**src/rtl/llist_dir_pkg.sv**
```systemverilog
// Shared encodings for the linked-list sharing directory.
package llist_dir_pkg;
    typedef enum logic [1:0] {
        OP_READ  = 2'b00,
        OP_WRITE = 2'b01,
        OP_EVICT = 2'b10,
        OP_NOP   = 2'b11
    } dir_op_e;

    typedef enum logic [1:0] {
        ST_IDLE,
        ST_WALK,
        ST_FIN
    } dir_state_e;

    // Number of node write ports into the pointer store.
    localparam int WR_PORTS = 3;
endpackage

```
**src/rtl/llist_ptr_store.sv**
```systemverilog
// Pointer storage: the home head pointer per block, plus next/prev/valid for each
// (node, block) pair. Assumes one block is touched per cycle and that the write
// ports never target the same field of the same node in one cycle.
module llist_ptr_store
    import llist_dir_pkg::*;
#(
    parameter int NODES  = 4,
    parameter int BLOCKS = 8,
    parameter int NW     = 3,
    parameter int BW     = 3,
    parameter int NIW    = 2
) (
    input  logic          clk,
    input  logic          rst_n,
    input  logic [BW-1:0] blk,
    input  logic          home_we,
    input  logic [NW-1:0] home_wd,
    output logic [NW-1:0] home_rd,
    input  logic          wr_en       [WR_PORTS],
    input  logic [NW-1:0] wr_node     [WR_PORTS],
    input  logic          wr_next_en  [WR_PORTS],
    input  logic [NW-1:0] wr_next     [WR_PORTS],
    input  logic          wr_prev_en  [WR_PORTS],
    input  logic [NW-1:0] wr_prev     [WR_PORTS],
    input  logic          wr_valid_en [WR_PORTS],
    input  logic          wr_valid    [WR_PORTS],
    input  logic [NW-1:0] rd_node,
    output logic [NW-1:0] rd_next,
    output logic [NW-1:0] rd_prev,
    output logic          rd_valid
);
    localparam int          NSLOT = 1 << NIW;
    localparam int          BSLOT = 1 << BW;
    localparam logic [NW-1:0] NULLP = {NW{1'b1}};

    logic [NW-1:0] home_q  [BSLOT];
    logic [NW-1:0] next_q  [NSLOT][BSLOT];
    logic [NW-1:0] prev_q  [NSLOT][BSLOT];
    logic          valid_q [NSLOT][BSLOT];

    // Apply the home write and up to three node-field writes for the current block.
    always_ff @(posedge clk) begin
        if (!rst_n) begin
            for (int b = 0; b < BSLOT; b++) begin
                home_q[b] <= NULLP;
                for (int n = 0; n < NSLOT; n++) begin
                    next_q[n][b]  <= NULLP;
                    prev_q[n][b]  <= NULLP;
                    valid_q[n][b] <= 1'b0;
                end
            end
        end else begin
            if (home_we) home_q[blk] <= home_wd;
            for (int p = 0; p < WR_PORTS; p++) begin
                if (wr_en[p] && wr_node[p] < NW'(NODES)) begin
                    if (wr_next_en[p])  next_q[wr_node[p][NIW-1:0]][blk]  <= wr_next[p];
                    if (wr_prev_en[p])  prev_q[wr_node[p][NIW-1:0]][blk]  <= wr_prev[p];
                    if (wr_valid_en[p]) valid_q[wr_node[p][NIW-1:0]][blk] <= wr_valid[p];
                end
            end
        end
    end

    // Combinational read of the head and one node's fields; null ids read as empty.
    always_comb begin
        home_rd  = home_q[blk];
        rd_next  = NULLP;
        rd_prev  = NULLP;
        rd_valid = 1'b0;
        if (rd_node < NW'(NODES)) begin
            rd_next  = next_q[rd_node[NIW-1:0]][blk];
            rd_prev  = prev_q[rd_node[NIW-1:0]][blk];
            rd_valid = valid_q[rd_node[NIW-1:0]][blk];
        end
    end

    for (genvar b = 0; b < BSLOT; b++) begin : g_chk
        AST_HEAD_IS_HOLDER: assert property (@(posedge clk) disable iff (!rst_n)
            (home_q[b] != NULLP) |-> valid_q[home_q[b][NIW-1:0]][b]) else $error("head not a holder");
        AST_HEAD_NO_PREV: assert property (@(posedge clk) disable iff (!rst_n)
            (home_q[b] != NULLP) |-> (prev_q[home_q[b][NIW-1:0]][b] == NULLP)) else $error("head has prev");
    end
endmodule

```
**src/rtl/llist_dir_ctrl.sv**
```systemverilog
// Request sequencer: handles read insertion and evict unlinking in one step, and
// walks the chain on a write, one acknowledged invalidation at a time. Assumes
// requested node ids are below NODES. Only accepts requests while idle.
module llist_dir_ctrl
    import llist_dir_pkg::*;
#(
    parameter int NW = 3,
    parameter int BW = 3
) (
    input  logic          clk,
    input  logic          rst_n,
    input  logic          req_valid,
    input  logic [NW-1:0] req_node,
    input  logic [BW-1:0] req_block,
    input  logic [1:0]    req_op,
    output logic          busy,
    output logic          inv_valid,
    output logic [NW-1:0] inv_node,
    output logic [BW-1:0] inv_block,
    input  logic          inv_ack,
    output logic          done,
    output logic [NW-1:0] resp_head,
    output logic [BW-1:0] blk,
    output logic          home_we,
    output logic [NW-1:0] home_wd,
    input  logic [NW-1:0] home_rd,
    output logic          wr_en       [WR_PORTS],
    output logic [NW-1:0] wr_node     [WR_PORTS],
    output logic          wr_next_en  [WR_PORTS],
    output logic [NW-1:0] wr_next     [WR_PORTS],
    output logic          wr_prev_en  [WR_PORTS],
    output logic [NW-1:0] wr_prev     [WR_PORTS],
    output logic          wr_valid_en [WR_PORTS],
    output logic          wr_valid    [WR_PORTS],
    output logic [NW-1:0] rd_node,
    input  logic [NW-1:0] rd_next,
    input  logic [NW-1:0] rd_prev,
    input  logic          rd_valid
);
    localparam logic [NW-1:0] NULLP = {NW{1'b1}};

    dir_state_e    state_q;
    dir_op_e       op_q;
    logic [NW-1:0] node_q;
    logic [BW-1:0] blk_q;
    logic [NW-1:0] cur_q;

    logic accept, step, finish;

    assign accept = (state_q == ST_IDLE) && req_valid;
    assign step   = (state_q == ST_WALK) && (cur_q != NULLP) && ((cur_q == node_q) || inv_ack);
    assign finish = (state_q == ST_WALK) && (cur_q == NULLP);

    assign blk       = (state_q == ST_IDLE) ? req_block : blk_q;
    assign rd_node   = (state_q == ST_IDLE) ? req_node : cur_q;
    assign busy      = (state_q != ST_IDLE);
    assign done      = (state_q == ST_FIN);
    assign resp_head = done ? home_rd : NULLP;
    assign inv_valid = (state_q == ST_WALK) && (cur_q != NULLP) && (cur_q != node_q);
    assign inv_node  = cur_q;
    assign inv_block = blk_q;

    // Decide the pointer updates for the current cycle.
    always_comb begin
        home_we = 1'b0;
        home_wd = NULLP;
        for (int p = 0; p < WR_PORTS; p++) begin
            wr_en[p] = 1'b0;       wr_node[p] = NULLP;
            wr_next_en[p] = 1'b0;  wr_next[p] = NULLP;
            wr_prev_en[p] = 1'b0;  wr_prev[p] = NULLP;
            wr_valid_en[p] = 1'b0; wr_valid[p] = 1'b0;
        end
        if (accept) begin
            case (dir_op_e'(req_op))
                OP_READ: if (!rd_valid) begin
                    home_we = 1'b1;  home_wd = req_node;
                    wr_en[0] = 1'b1; wr_node[0] = req_node;
                    wr_next_en[0] = 1'b1;  wr_next[0] = home_rd;
                    wr_prev_en[0] = 1'b1;  wr_prev[0] = NULLP;
                    wr_valid_en[0] = 1'b1; wr_valid[0] = 1'b1;
                    if (home_rd != NULLP) begin
                        wr_en[1] = 1'b1; wr_node[1] = home_rd;
                        wr_prev_en[1] = 1'b1; wr_prev[1] = req_node;
                    end
                end
                OP_WRITE: begin
                    home_we = 1'b1; home_wd = NULLP;
                end
                OP_EVICT: if (rd_valid) begin
                    wr_en[0] = 1'b1; wr_node[0] = req_node;
                    wr_next_en[0] = 1'b1; wr_prev_en[0] = 1'b1; wr_valid_en[0] = 1'b1;
                    if (rd_prev == NULLP) begin
                        home_we = 1'b1; home_wd = rd_next;
                    end else begin
                        wr_en[1] = 1'b1; wr_node[1] = rd_prev;
                        wr_next_en[1] = 1'b1; wr_next[1] = rd_next;
                    end
                    if (rd_next != NULLP) begin
                        wr_en[2] = 1'b1; wr_node[2] = rd_next;
                        wr_prev_en[2] = 1'b1; wr_prev[2] = rd_prev;
                    end
                end
                default: ;
            endcase
        end
        if (step) begin
            wr_en[0] = 1'b1; wr_node[0] = cur_q;
            wr_next_en[0] = 1'b1; wr_prev_en[0] = 1'b1; wr_valid_en[0] = 1'b1;
        end
        if (finish) begin
            home_we = 1'b1;  home_wd = node_q;
            wr_en[0] = 1'b1; wr_node[0] = node_q;
            wr_next_en[0] = 1'b1; wr_prev_en[0] = 1'b1;
            wr_valid_en[0] = 1'b1; wr_valid[0] = 1'b1;
        end
    end

    // Sequence a request: capture it, walk the chain on a write, then report completion.
    always_ff @(posedge clk) begin
        if (!rst_n) begin
            state_q <= ST_IDLE;
            op_q    <= OP_NOP;
            node_q  <= NULLP;
            blk_q   <= '0;
            cur_q   <= NULLP;
        end else begin
            case (state_q)
                ST_IDLE: if (req_valid) begin
                    op_q    <= dir_op_e'(req_op);
                    node_q  <= req_node;
                    blk_q   <= req_block;
                    cur_q   <= home_rd;
                    state_q <= (dir_op_e'(req_op) == OP_WRITE) ? ST_WALK : ST_FIN;
                end
                ST_WALK: begin
                    if (step)   cur_q   <= rd_next;
                    if (finish) state_q <= ST_FIN;
                end
                default: state_q <= ST_IDLE;
            endcase
        end
    end

    AST_INV_HOLD: assert property (@(posedge clk) disable iff (!rst_n)
        (inv_valid && !inv_ack) |=> (inv_valid && $stable(inv_node) && $stable(inv_block))) else $error("inv dropped");
    AST_NO_SELF_INV: assert property (@(posedge clk) disable iff (!rst_n)
        inv_valid |-> (inv_node != node_q)) else $error("writer invalidated");
    AST_WRITER_HEAD: assert property (@(posedge clk) disable iff (!rst_n)
        (done && op_q == OP_WRITE) |-> (resp_head == node_q)) else $error("writer not head");
    AST_DONE_PULSE: assert property (@(posedge clk) disable iff (!rst_n)
        done |=> !done) else $error("done stretched");
    AST_INV_BUSY: assert property (@(posedge clk) disable iff (!rst_n)
        inv_valid |-> (busy && !done)) else $error("inv outside walk");
    AST_READ_HEAD: assert property (@(posedge clk) disable iff (!rst_n)
        (done && op_q == OP_READ) |-> (resp_head != NULLP)) else $error("read left empty");
endmodule

```
**src/rtl/llist_dir.sv**
```systemverilog
// Top of the linked-list sharing directory: the request sequencer plus the pointer
// store. Assumes BLOCKS is a power of two and at least 2, and NODES is at least 2.
module llist_dir
    import llist_dir_pkg::*;
#(
    parameter int NODES  = 4,
    parameter int BLOCKS = 8,
    localparam int NW    = $clog2(NODES + 1),
    localparam int BW    = $clog2(BLOCKS),
    localparam int NIW   = $clog2(NODES)
) (
    input  logic          clk,
    input  logic          rst_n,
    input  logic          req_valid,
    input  logic [NW-1:0] req_node,
    input  logic [BW-1:0] req_block,
    input  logic [1:0]    req_op,
    output logic          busy,
    output logic          inv_valid,
    output logic [NW-1:0] inv_node,
    output logic [BW-1:0] inv_block,
    input  logic          inv_ack,
    output logic          done,
    output logic [NW-1:0] resp_head
);
    logic [BW-1:0] blk;
    logic          home_we;
    logic [NW-1:0] home_wd, home_rd;
    logic          wr_en       [WR_PORTS];
    logic [NW-1:0] wr_node     [WR_PORTS];
    logic          wr_next_en  [WR_PORTS];
    logic [NW-1:0] wr_next     [WR_PORTS];
    logic          wr_prev_en  [WR_PORTS];
    logic [NW-1:0] wr_prev     [WR_PORTS];
    logic          wr_valid_en [WR_PORTS];
    logic          wr_valid    [WR_PORTS];
    logic [NW-1:0] rd_node, rd_next, rd_prev;
    logic          rd_valid;

    llist_dir_ctrl #(.NW(NW), .BW(BW)) u_ctrl (
        .clk(clk), .rst_n(rst_n),
        .req_valid(req_valid), .req_node(req_node), .req_block(req_block), .req_op(req_op),
        .busy(busy), .inv_valid(inv_valid), .inv_node(inv_node), .inv_block(inv_block),
        .inv_ack(inv_ack), .done(done), .resp_head(resp_head),
        .blk(blk), .home_we(home_we), .home_wd(home_wd), .home_rd(home_rd),
        .wr_en(wr_en), .wr_node(wr_node), .wr_next_en(wr_next_en), .wr_next(wr_next),
        .wr_prev_en(wr_prev_en), .wr_prev(wr_prev), .wr_valid_en(wr_valid_en), .wr_valid(wr_valid),
        .rd_node(rd_node), .rd_next(rd_next), .rd_prev(rd_prev), .rd_valid(rd_valid)
    );

    llist_ptr_store #(.NODES(NODES), .BLOCKS(BLOCKS), .NW(NW), .BW(BW), .NIW(NIW)) u_store (
        .clk(clk), .rst_n(rst_n), .blk(blk),
        .home_we(home_we), .home_wd(home_wd), .home_rd(home_rd),
        .wr_en(wr_en), .wr_node(wr_node), .wr_next_en(wr_next_en), .wr_next(wr_next),
        .wr_prev_en(wr_prev_en), .wr_prev(wr_prev), .wr_valid_en(wr_valid_en), .wr_valid(wr_valid),
        .rd_node(rd_node), .rd_next(rd_next), .rd_prev(rd_prev), .rd_valid(rd_valid)
    );
endmodule

```
**config.mk**
```make
export PLATFORM = sky130hd
export DESIGN_NAME = llist_dir
export DESIGN_NICKNAME = d
export VERILOG_FILES = /design/src/rtl/llist_dir_pkg.sv /design/src/rtl/llist_ptr_store.sv /design/src/rtl/llist_dir_ctrl.sv /design/src/rtl/llist_dir.sv
export SDC_FILE = /design/constraint.sdc
export NUM_CORES = 1
export LEC_CHECK = 0
export BUFFER_PORTS_ARGS = -buffer_cell sky130_fd_sc_hd__buf_2
export CAP_MARGIN = 40
export CORE_MARGIN = 3
export CORE_UTILIZATION = 45
export DETAILED_ROUTE_END_ITERATION = 16
export SETUP_SLACK_MARGIN = 0.4
export SKIP_LAST_GASP = 1
export SLEW_MARGIN = 20
export SYNTH_ARGS = -nofsm -noshare
export SYNTH_HDL_FRONTEND = slang
export SYNTH_HIERARCHICAL = 1
export SYNTH_SLANG_ARGS = --single-unit
```
**constraint.sdc**
```tcl
create_clock -name clk -period 5.5 [get_ports clk]
set_input_delay 1.1 -clock clk [delete_from_list [all_inputs] [get_ports clk]]
set_output_delay 1.1 -clock clk [all_outputs]
set_load 0.05 [all_outputs]
```
# [Word level (Yosys, flattened, before mapping)]
# Memories as Yosys holds them, arrays and structs flattened.
# Index checks and enable logic that the tools add are counted.
[totals] ff_bits=11 mem_bits_rw=248 input_bits=12 out_inout_bits=12 wordCells=194 memories=4
[op_classes] magnitude_cmp=6 n_eq_ne=14 muxes=141 n_bitwise=1 n_reduce_logical=24
[memory_table] memory="u_store.next_q" depth=4 width=24 read_ports=1 rd_clocked_by_memory_dff=0 wr=4 line="llist_ptr_store.sv:37" rtl="logic [NW-1:0] next_q [NSLOT][BSLOT];"
[memory_table] memory="u_store.prev_q" depth=4 width=24 read_ports=1 rd_clocked_by_memory_dff=0 wr=4 line="llist_ptr_store.sv:38" rtl="logic [NW-1:0] prev_q [NSLOT][BSLOT];"
[memory_table] memory="u_store.valid_q" depth=4 width=8 read_ports=1 rd_clocked_by_memory_dff=0 wr=4 line="llist_ptr_store.sv:39" rtl="logic valid_q [NSLOT][BSLOT];"
[memory_table] memory="u_store.home_q" depth=8 width=3 read_ports=1 rd_clocked_by_memory_dff=0 wr=8 line="llist_ptr_store.sv:36" rtl="logic [NW-1:0] home_q [BSLOT];"
[op_table] operator="$mux 24" count=15
[op_table] operator="$reduce_or 24->1" count=5
[op_table] operator="$mux 3" count=39
[op_table] operator="$mux 1" count=53
[op_table] operator="$mux 9" count=3
[op_table] operator="$mux 2" count=12
[op_table] operator="$mux 8" count=3
[op_table] operator="$bmux 3 s3" count=2
[op_table] operator="$lt 3x3->1 const B" count=4
[op_table] operator="$mux 6" count=2
[op_table] operator="$pmux 3 s2" count=2
[op_table] operator="$pmux 6 s2" count=1
[op_table] operator="$demux 3 s3" count=1
[op_table] operator="$logic_and 1x1->1" count=9
[op_table] operator="$ne 3x3->1 const B" count=3
[op_table] operator="$pmux 2 s2" count=2
[op_table] operator="$reduce_or 8->1" count=1
[op_table] operator="$eq 3x3->1 const B" count=2
[op_table] operator="$pmux 1 s2" count=3
[op_table] operator="$eq 2x1->1 const B" count=2
[op_table] operator="$eq 2x2->1 const B" count=2
[op_table] operator="$ge 4x4->1 const B" count=1
[op_table] operator="$logic_not 2->1" count=2
[op_table] operator="$lt 4x1->1 const B" count=1
[op_table] operator="other kinds (13)" count=16

# [Longest topological paths before layout]
# Gate-level depths: netlist of run 1.
[depth] depth_word=21 ltp_mapped=21 mapped_depth_nobuf=15

# [By module]
# The synthesis of run 1 kept the hierarchy.
[modules_own_cells] module="llist_ptr_store" instances=1 cells_per_inst=1285 area_each_um2=14552.7
[modules_own_cells] module="llist_dir_ctrl" instances=1 cells_per_inst=149 area_each_um2=1087.3

# [Least setup slack after synthesis of run 1]
# OpenSTA, ideal clock, no wires.
[synth_timing] path_type="input -> register" from="input port req_node[0]" to="memory u_store/next_q[1][21] in the netlist's numbering, data pin" arrival_ns=4.673 setup_slack_ns=0.535 path_stages=16 path_buffers=2 path_cell_list="nand2_1 o21ai_0 buf_2 buf_2 or3b_2 o221ai_1 a22oi_1 a31oi_1 nor2_1 o21ai_0 nor2_1 a311oi_1 nand2b_1 a211o_1 o221ai_1 nand3_1"
[synth_rtl] element="start, declared" line="llist_dir.sv:15" rtl="input logic [NW-1:0] req_node,"
[synth_rtl] element="end, declared" line="llist_ptr_store.sv:37"

==> results of run 1 <==
==> cells in the mapped netlist, types with 9 or more instances <==
master,count
mux4_2,40
nand3_1,95
nand2b_1,16
o32ai_1,16
clkbuf_1,68
inv_1,29
or2_2,9
nand2_1,99
buf_4,17
nand3b_1,15
nor2_1,116
nor3_1,43
a31oi_1,15
a21oi_1,13
a22oi_1,130
buf_2,34
dfxtp_1,29
edfxtp_1,230
o221ai_1,18
buf_1,10
o22ai_1,19
mux2i_1,42
nand4_1,9
mux2_2,116
o21ai_0,85
==> final cells by class <==
type                       instances  area (µm²)  area share [%]
sequential                       259        7490            41.1
tap                              448         561            3.08
inverter                          29         109           0.598
clock inverter                    12         108           0.591
timing repair buffer             196        1540            8.44
multi-input combinational       1025        7590            41.7
clock buffer                      41         818            4.49
==> power groups by stage <==
stage               clock network [W]  registers, W  logic (W)
floorplan                           0       0.00221   0.000380
CTS                           0.00193       0.00216   0.000636
detailed placement                  0       0.00220   0.000633
global placement                    0       0.00220   0.000623
finish                        0.00189       0.00216   0.000661
global route                  0.00202       0.00216   0.000700
==> registers in the layout, summed over array words and instances (netlist names) <==
register          count
u_ctrl/node_q         3
u_store/valid_q      32
u_store/next_q       96
u_ctrl/state_q        2
u_ctrl/inv_block      3
u_ctrl/inv_node       3
u_store/home_q       24
u_store/prev_q       96
==> layout by cell type, fill, tap and decap left out, types with 19 or more instances in the layout <==
master	n
buf_4	158
o21ai_0	83
nor2_1	112
dfxtp_1	29
o22ai_1	19
inv_1	29
a22oi_1	130
nand2_1	98
mux2_2	114
buf_2	23
nor3_1	36
edfxtp_1	230
mux4_2	40
clkbuf_16	29
nand3_1	95
mux2i_1	42
==> tightest hold or removal path, cell delays in order (launching register included) <==
cell and delay [ns]:
dfxtp_1 0.31, inv_1 0.05, o32ai_1 0.05
==> stage by stage <==
stage	hold WS (ns)	setup WS (ns)	instances
floorplan	0.433	0.535	1443
global placement	0.441	-0.115	1945
detailed placement	0.450	0.102	1954
CTS	0.459	0.448	2007
global route	0.477	0.402	2010
finish	0.461	0.628	2010
==> kinds of logic after synthesis <==
family / Yosys count
multiplexers: 198
flip-flops: 259
buffers and inverters: 160
AND/OR/NAND/NOR: 475
other: 2
XOR/XNOR: 3
AO/OA/AOI/OAI: 337
==> worst max-delay path by stage <==
stage / cells past startpoint / to / slack [ns]
floorplan: 16 / u_store/next_q[1][21]$_DFFE_PP_ / 0.53
global placement: 16 / u_store/next_q[0][22]$_DFFE_PP_ / -0.12
detailed placement: 16 / u_store/prev_q[1][19]$_DFFE_PP_ / 0.10
CTS: 16 / u_store/prev_q[1][19]$_DFFE_PP_ / 0.45
global route: 16 / u_store/next_q[2][16]$_DFFE_PP_ / 0.40
finish: 15 / u_store/next_q[3][16]$_DFFE_PP_ / 0.63
==> timing repair <==
action,in CTS,in global routing
setup buffers,0,2
gates resized for setup,0,9
setup endpoints to repair,0,248
==> metal layers <==
| layer | wire, µm | vias to the layer above |
|---|---|---|
| met4 | 1990 | 2 |
| met5 | 13 | - |
| li1 | - | 5805 |
| met2 | 24600 | 714 |
| met1 | 21000 | 6344 |
| met3 | 4640 | 130 |
==> results.cfg, run 1 <==
[cells_and_area]
finish.utilization_pct = 53.8
num_antenna_cells = 0
final_design_area_no_fill_um2 = 18200
num-fill-cells = 3011
drive_above_1_share_pct = 28.7
syn_to_final_growth_pct = 16.4
fin_nets = 1552

[synth]
synth_compound_area_share_pct = 15.0
ys_ff_latch = 259
synth-adder-area-share_pct = 0
synth_xor_xnor_area_share_pct = 0.168
synth_edf_count = 230
synth-seq-area-share_pct = 47.9
synth_area_leaders = edfxtp_1, mux2_2, a22oi_1
yosysWarningCount = 6
avgSynthCellArea_um2 = 10.9
netlist_instances = 1434
synthSimpleGateAreaFrac_pct = 15.6
netlist.area_leader.share_pct = 44.2
netlist.top_cell.by_area = edfxtp_1
synth_top_family_by_area = multiplexers
ys_types = 74
netlist_area_um2 = 15600
ys_async_sr_fraction_pct = 0
synth.area.mux_share_pct = 16.8
ys.flop_type = edfxtp_1

[pwr]
comb_power_share_pct = 14.0
power_density_nw_per_um2 = 259
power_frac_clock_pct = 40.2
power_w = 0.00471
switchingPower_w = 0.00121
swShare_pct = 25.6
intPower_w = 0.00350
ir_drop_uv = 235
seqPwrFrac_pct = 45.8
p_leak_nw = 5.04

[routing]
totalWireLength_um = 52300
drc = 0
ant_nets = 0
wire_per_inst_um = 26.0
drtIter0Drc = 1667
vias = 13000
via_per_inst = 6.47
detail_route.first_pass.iterations = 8

[clock_network]
clk_latency_ns = 0.57
cts_max_level = 1
numCtsBuffers = 29
cts_tree = done
cts_sinks = 259
clock_path_buffers = 3
holdBufCountCts = 0
cts.clk_slew.worst_paths_ns = 0.06
root_buffer = clkbuf_16

[grt]
met2_usage_pct = 45.4
use_met3_pct = 4.16
grt_max_degree = 53
grt_pass1_wl_um = 78300
grt-busiest-layer = met2
antenna_found_initial = 1
grt_util_all_layers_pct = 28.2
grt_overflow = 0
met1_usage_pct = 38.8
grt_pass1_vias = 12700

[floorplan]
start_util_pct = 46.2
ioPinCount = 24
die_width_um = 192
die_area_um2 = 37000
die_h_um = 192
rows = 67
core_um2 = 33900

[worst_setup_path]
crit_chain = nor2_1 -> buf_4 -> o21ai_4 -> buf_4 -> buf_12 -> mux4_2 -> a22oi_1 -> nand4_1 -> a31o_2 -> buf_4 -> or2_1 -> or4b_2 -> nor3_1 -> a31oi_1 -> mux2_2
critPathLaunch = u_ctrl/state_q[0]$_SDFFE_PN0P_
critical_path_peak_fanout = 19
required_ns = 5.82
crit_type = reg2reg
cp_top_family = simple AND/OR/NAND/NOR gates
crit_path_max_incr_delay_ns = 0.72
reg2reg_slack_ns = 0.63
worstPathArrival_ns = 5.19
r2r-start = u_ctrl/state_q[0]$_SDFFE_PN0P_
rr_worst_depth = 15
path_buf_inv = 4
cpMaxStageDelayCell = or4b_2
start_kind = flip-flop
r2r-end = u_store/next_q[3][16]$_DFFE_PP_
crit_top_cell = buf_4
end_kind = flip-flop

[sta]
finalSetupViolations = 0
hold_viol = 0
worst_pin_slew_ns = 1.83
slew_headroom_pct = -22.9
clock_skew_ns = 0.0199
fmax_mhz = 205
fin_crit_sh_pct = 88.6
drv_slew = 9
setup-tns-final_ns = 0
finalCriticalPeriod_ns = 4.87
rsz0062_at_grt = no

[placement]
dp_hpwl_um = 36600
io_buffers = 23
dpl_cell_area_um2 = 17200
place_congestion = 0.954

[hold_path]
min_path_cells = 2
hp-start = u_store/valid_q[2][4]$_DFF_P_
hp-class = reg2reg
min_to = u_store/valid_q[2][4]$_DFF_P_

[status]
violations = slew limit
status = complete, but fails checks

[job]
maxCapViolCount = 0
(Power assumes the default switching activity.)
==> inputs of run 2 (changes only) <==
- clock period: 5.5 -> 5.09 ns (I/O delays scaled with it)
==> run 2 against run 1 <==
The flow still finishes with violations (slew limit). Clock skew increased by 0.0021 ns. Largest power group unchanged. Hold slack got worse by 0.0070 ns. First-iteration DRC count decreased by 15%. Maximum frequency increased by 7.4%. Combinational power increased by 13%. Cell count increased by 0.80%. Critical path depth increased by 6. Worst setup slack got worse by 0.074 ns. Die area unchanged.
==> results.cfg, run 2 (synthesized netlist as in run 1, its figures left out) <==
[sta]
finalSetupViolations = 0
clock_skew_ns = 0.0220
finalWorstSetupSlack_ns = 0.554
worst_pin_slew_ns = 1.55
rsz0062_at_grt = yes
slew_headroom_pct = -4.55
finalCriticalPeriod_ns = 4.54
hold_viol = 0
setup-tns-final_ns = 0
hold_slack_ns = 0.454
fmax_mhz = 220
drv_slew = 9
fin_crit_sh_pct = 89.1

[pwr]
p_leak_nw = 5.11
power_frac_clock_pct = 39.1
intPower_w = 0.00373
seqPwrFrac_pct = 46.2
swShare_pct = 26.1
switchingPower_w = 0.00132
comb_power_share_pct = 14.8
power_density_nw_per_um2 = 273
ir_drop_uv = 243

[clock_network]
cts_sinks = 259
cts.clk_slew.worst_paths_ns = 0.06
numCtsBuffers = 29
cts_tree = done
holdBufCountCts = 0
clk_latency_ns = 0.56
cts_max_level = 1
root_buffer = clkbuf_16
clock_path_buffers = 3

[worst_setup_path]
crit_type = reg2reg
r2r-start = u_ctrl/state_q[0]$_SDFFE_PN0P_
r2r-end = u_store/prev_q[0][4]$_DFFE_PP_
required_ns = 5.32
rr_worst_depth = 21
worstPathArrival_ns = 4.76
critical_path_peak_fanout = 11
start_kind = flip-flop
critPathLaunch = u_ctrl/state_q[0]$_SDFFE_PN0P_
crit_end = u_store/prev_q[0][4]$_DFFE_PP_
end_kind = flip-flop
reg2reg_slack_ns = 0.55

[grt]
grt_overflow = 0
grt_util_all_layers_pct = 28.2
grt_pass1_wl_um = 79100
grt_max_degree = 73
antenna_found_initial = 0
grt_pass1_vias = 12900

[floorplan]
ioPinCount = 24
start_util_pct = 46.2
core_um2 = 33900
rows = 67
die_width_um = 192
die_h_um = 192
die_area_um2 = 37000

[placement]
io_buffers = 23
dp_hpwl_um = 36500
place_congestion = 0.975
dp_worst_setup_slack_ns = 0.0192

[routing]
detail_route.first_pass.iterations = 5
totalWireLength_um = 53100
drc = 0
vias = 13200
wire_per_inst_um = 26.2
drtIter0Drc = 1424
via_per_inst = 6.52
ant_nets = 0

[cells_and_area]
final_common_cell = edfxtp_1
fin_nets = 1569
drive_above_1_share_pct = 30.7
reg.largest.list = u_store/next_q: 96 flops, u_store/prev_q: 96 flops, u_store/valid_q: 32 flops
num_antenna_cells = 0
finish.utilization_pct = 54.6
syn_to_final_growth_pct = 18.1
mostFrequentLayoutCells = edfxtp_1, buf_4, a22oi_1

[status]
status = complete, but fails checks
violations = slew limit

[job]
maxCapViolCount = 0

[hold_path]
hp-class = reg2reg
## run 2: critical path, stage by stage, from the launching register on
cell and delay, ns:
dfxtp_2 0.36, nor2_1 0.14, buf_6 0.18, mux2_2 0.42, buf_4 0.18, or3_1 0.34, o221ai_1 0.15, a22oi_1 0.13
a31oi_2 0.25, and2_4 0.20, o21ai_1 0.06, buf_4 0.16, nor2_1 0.14, a311oi_2 0.05, buf_4 0.18, buf_4 0.14
or2_2 0.31, buf_4 0.16, nor2_1 0.10, nor3_1 0.05, buf_4 0.20, o21ai_1 0.29
## run 2: final cells by class
type | count | area, µm²
Sequential cell | 259 | 7490
Clock buffer | 41 | 802
Clock inverter | 11 | 70.1
Inverter | 29 | 113
Tap cell | 448 | 561
Timing Repair Buffer | 214 | 1750
Multi-Input combinational cell | 1024 | 7690
Fill cell | 3005 | 15400
## run 2: power by group through the flow
stage                     combinational, W  sequential, W  clock, W
after floorplan                   0.000414        0.00238         0
after CTS                         0.000708        0.00233   0.00200
after global routing              0.000788        0.00233   0.00208
final                             0.000745        0.00233   0.00197
after global placement            0.000682        0.00237         0
after detailed placement          0.000695        0.00237         0
## run 2: worst min path at each step
stage	start	endpoint	depth (start not counted)
final	u_store/valid_q[2][2]$_DFF_P_	u_store/valid_q[2][2]$_DFF_P_	2
after global routing	u_store/valid_q[0][7]$_DFF_P_	u_store/valid_q[0][7]$_DFF_P_	2
after CTS	u_store/valid_q[2][2]$_DFF_P_	u_store/valid_q[2][2]$_DFF_P_	2
after detailed placement	u_store/valid_q[2][2]$_DFF_P_	u_store/valid_q[2][2]$_DFF_P_	2
after global placement	u_store/valid_q[2][3]$_DFF_P_	u_store/valid_q[2][3]$_DFF_P_	2
after floorplan	u_store/valid_q[0][0]$_DFF_P_	u_store/valid_q[0][0]$_DFF_P_	2
## run 2: routing by layer
metal / track usage [%] / up-vias / part of all wire (%)
met5: 0 / - / 0
met4: 10.5 / 0 / 4.3
met3: 4.07 / 153 / 8.9
met2: 45.8 / 752 / 47
met1: 38.6 / 6473 / 40
li1: - / 5835 / -
## run 2: stage by stage
| stage | power [W] | area [µm²] | std cells |
|---|---|---|---|
| final | 0.00505 | 18500 | 2026 |
| after global placement | 0.00306 | 17300 | 1959 |
| after global routing | 0.00520 | 18500 | 2026 |
| after detailed placement | 0.00307 | 17400 | 1966 |
| after CTS | 0.00504 | 18300 | 2022 |
| after floorplan | 0.00280 | 15700 | 1443 |
## run 2: timing repair
| action | CTS | global route |
|---|---|---|
| endpoints found under the hold margin | 0 | 0 |
| resized for setup | 9 | 59 |
| pin swaps | 2 | 5 |
| endpoints found under the setup margin | 177 | 356 |
| buffers inserted | 4 | 4 |
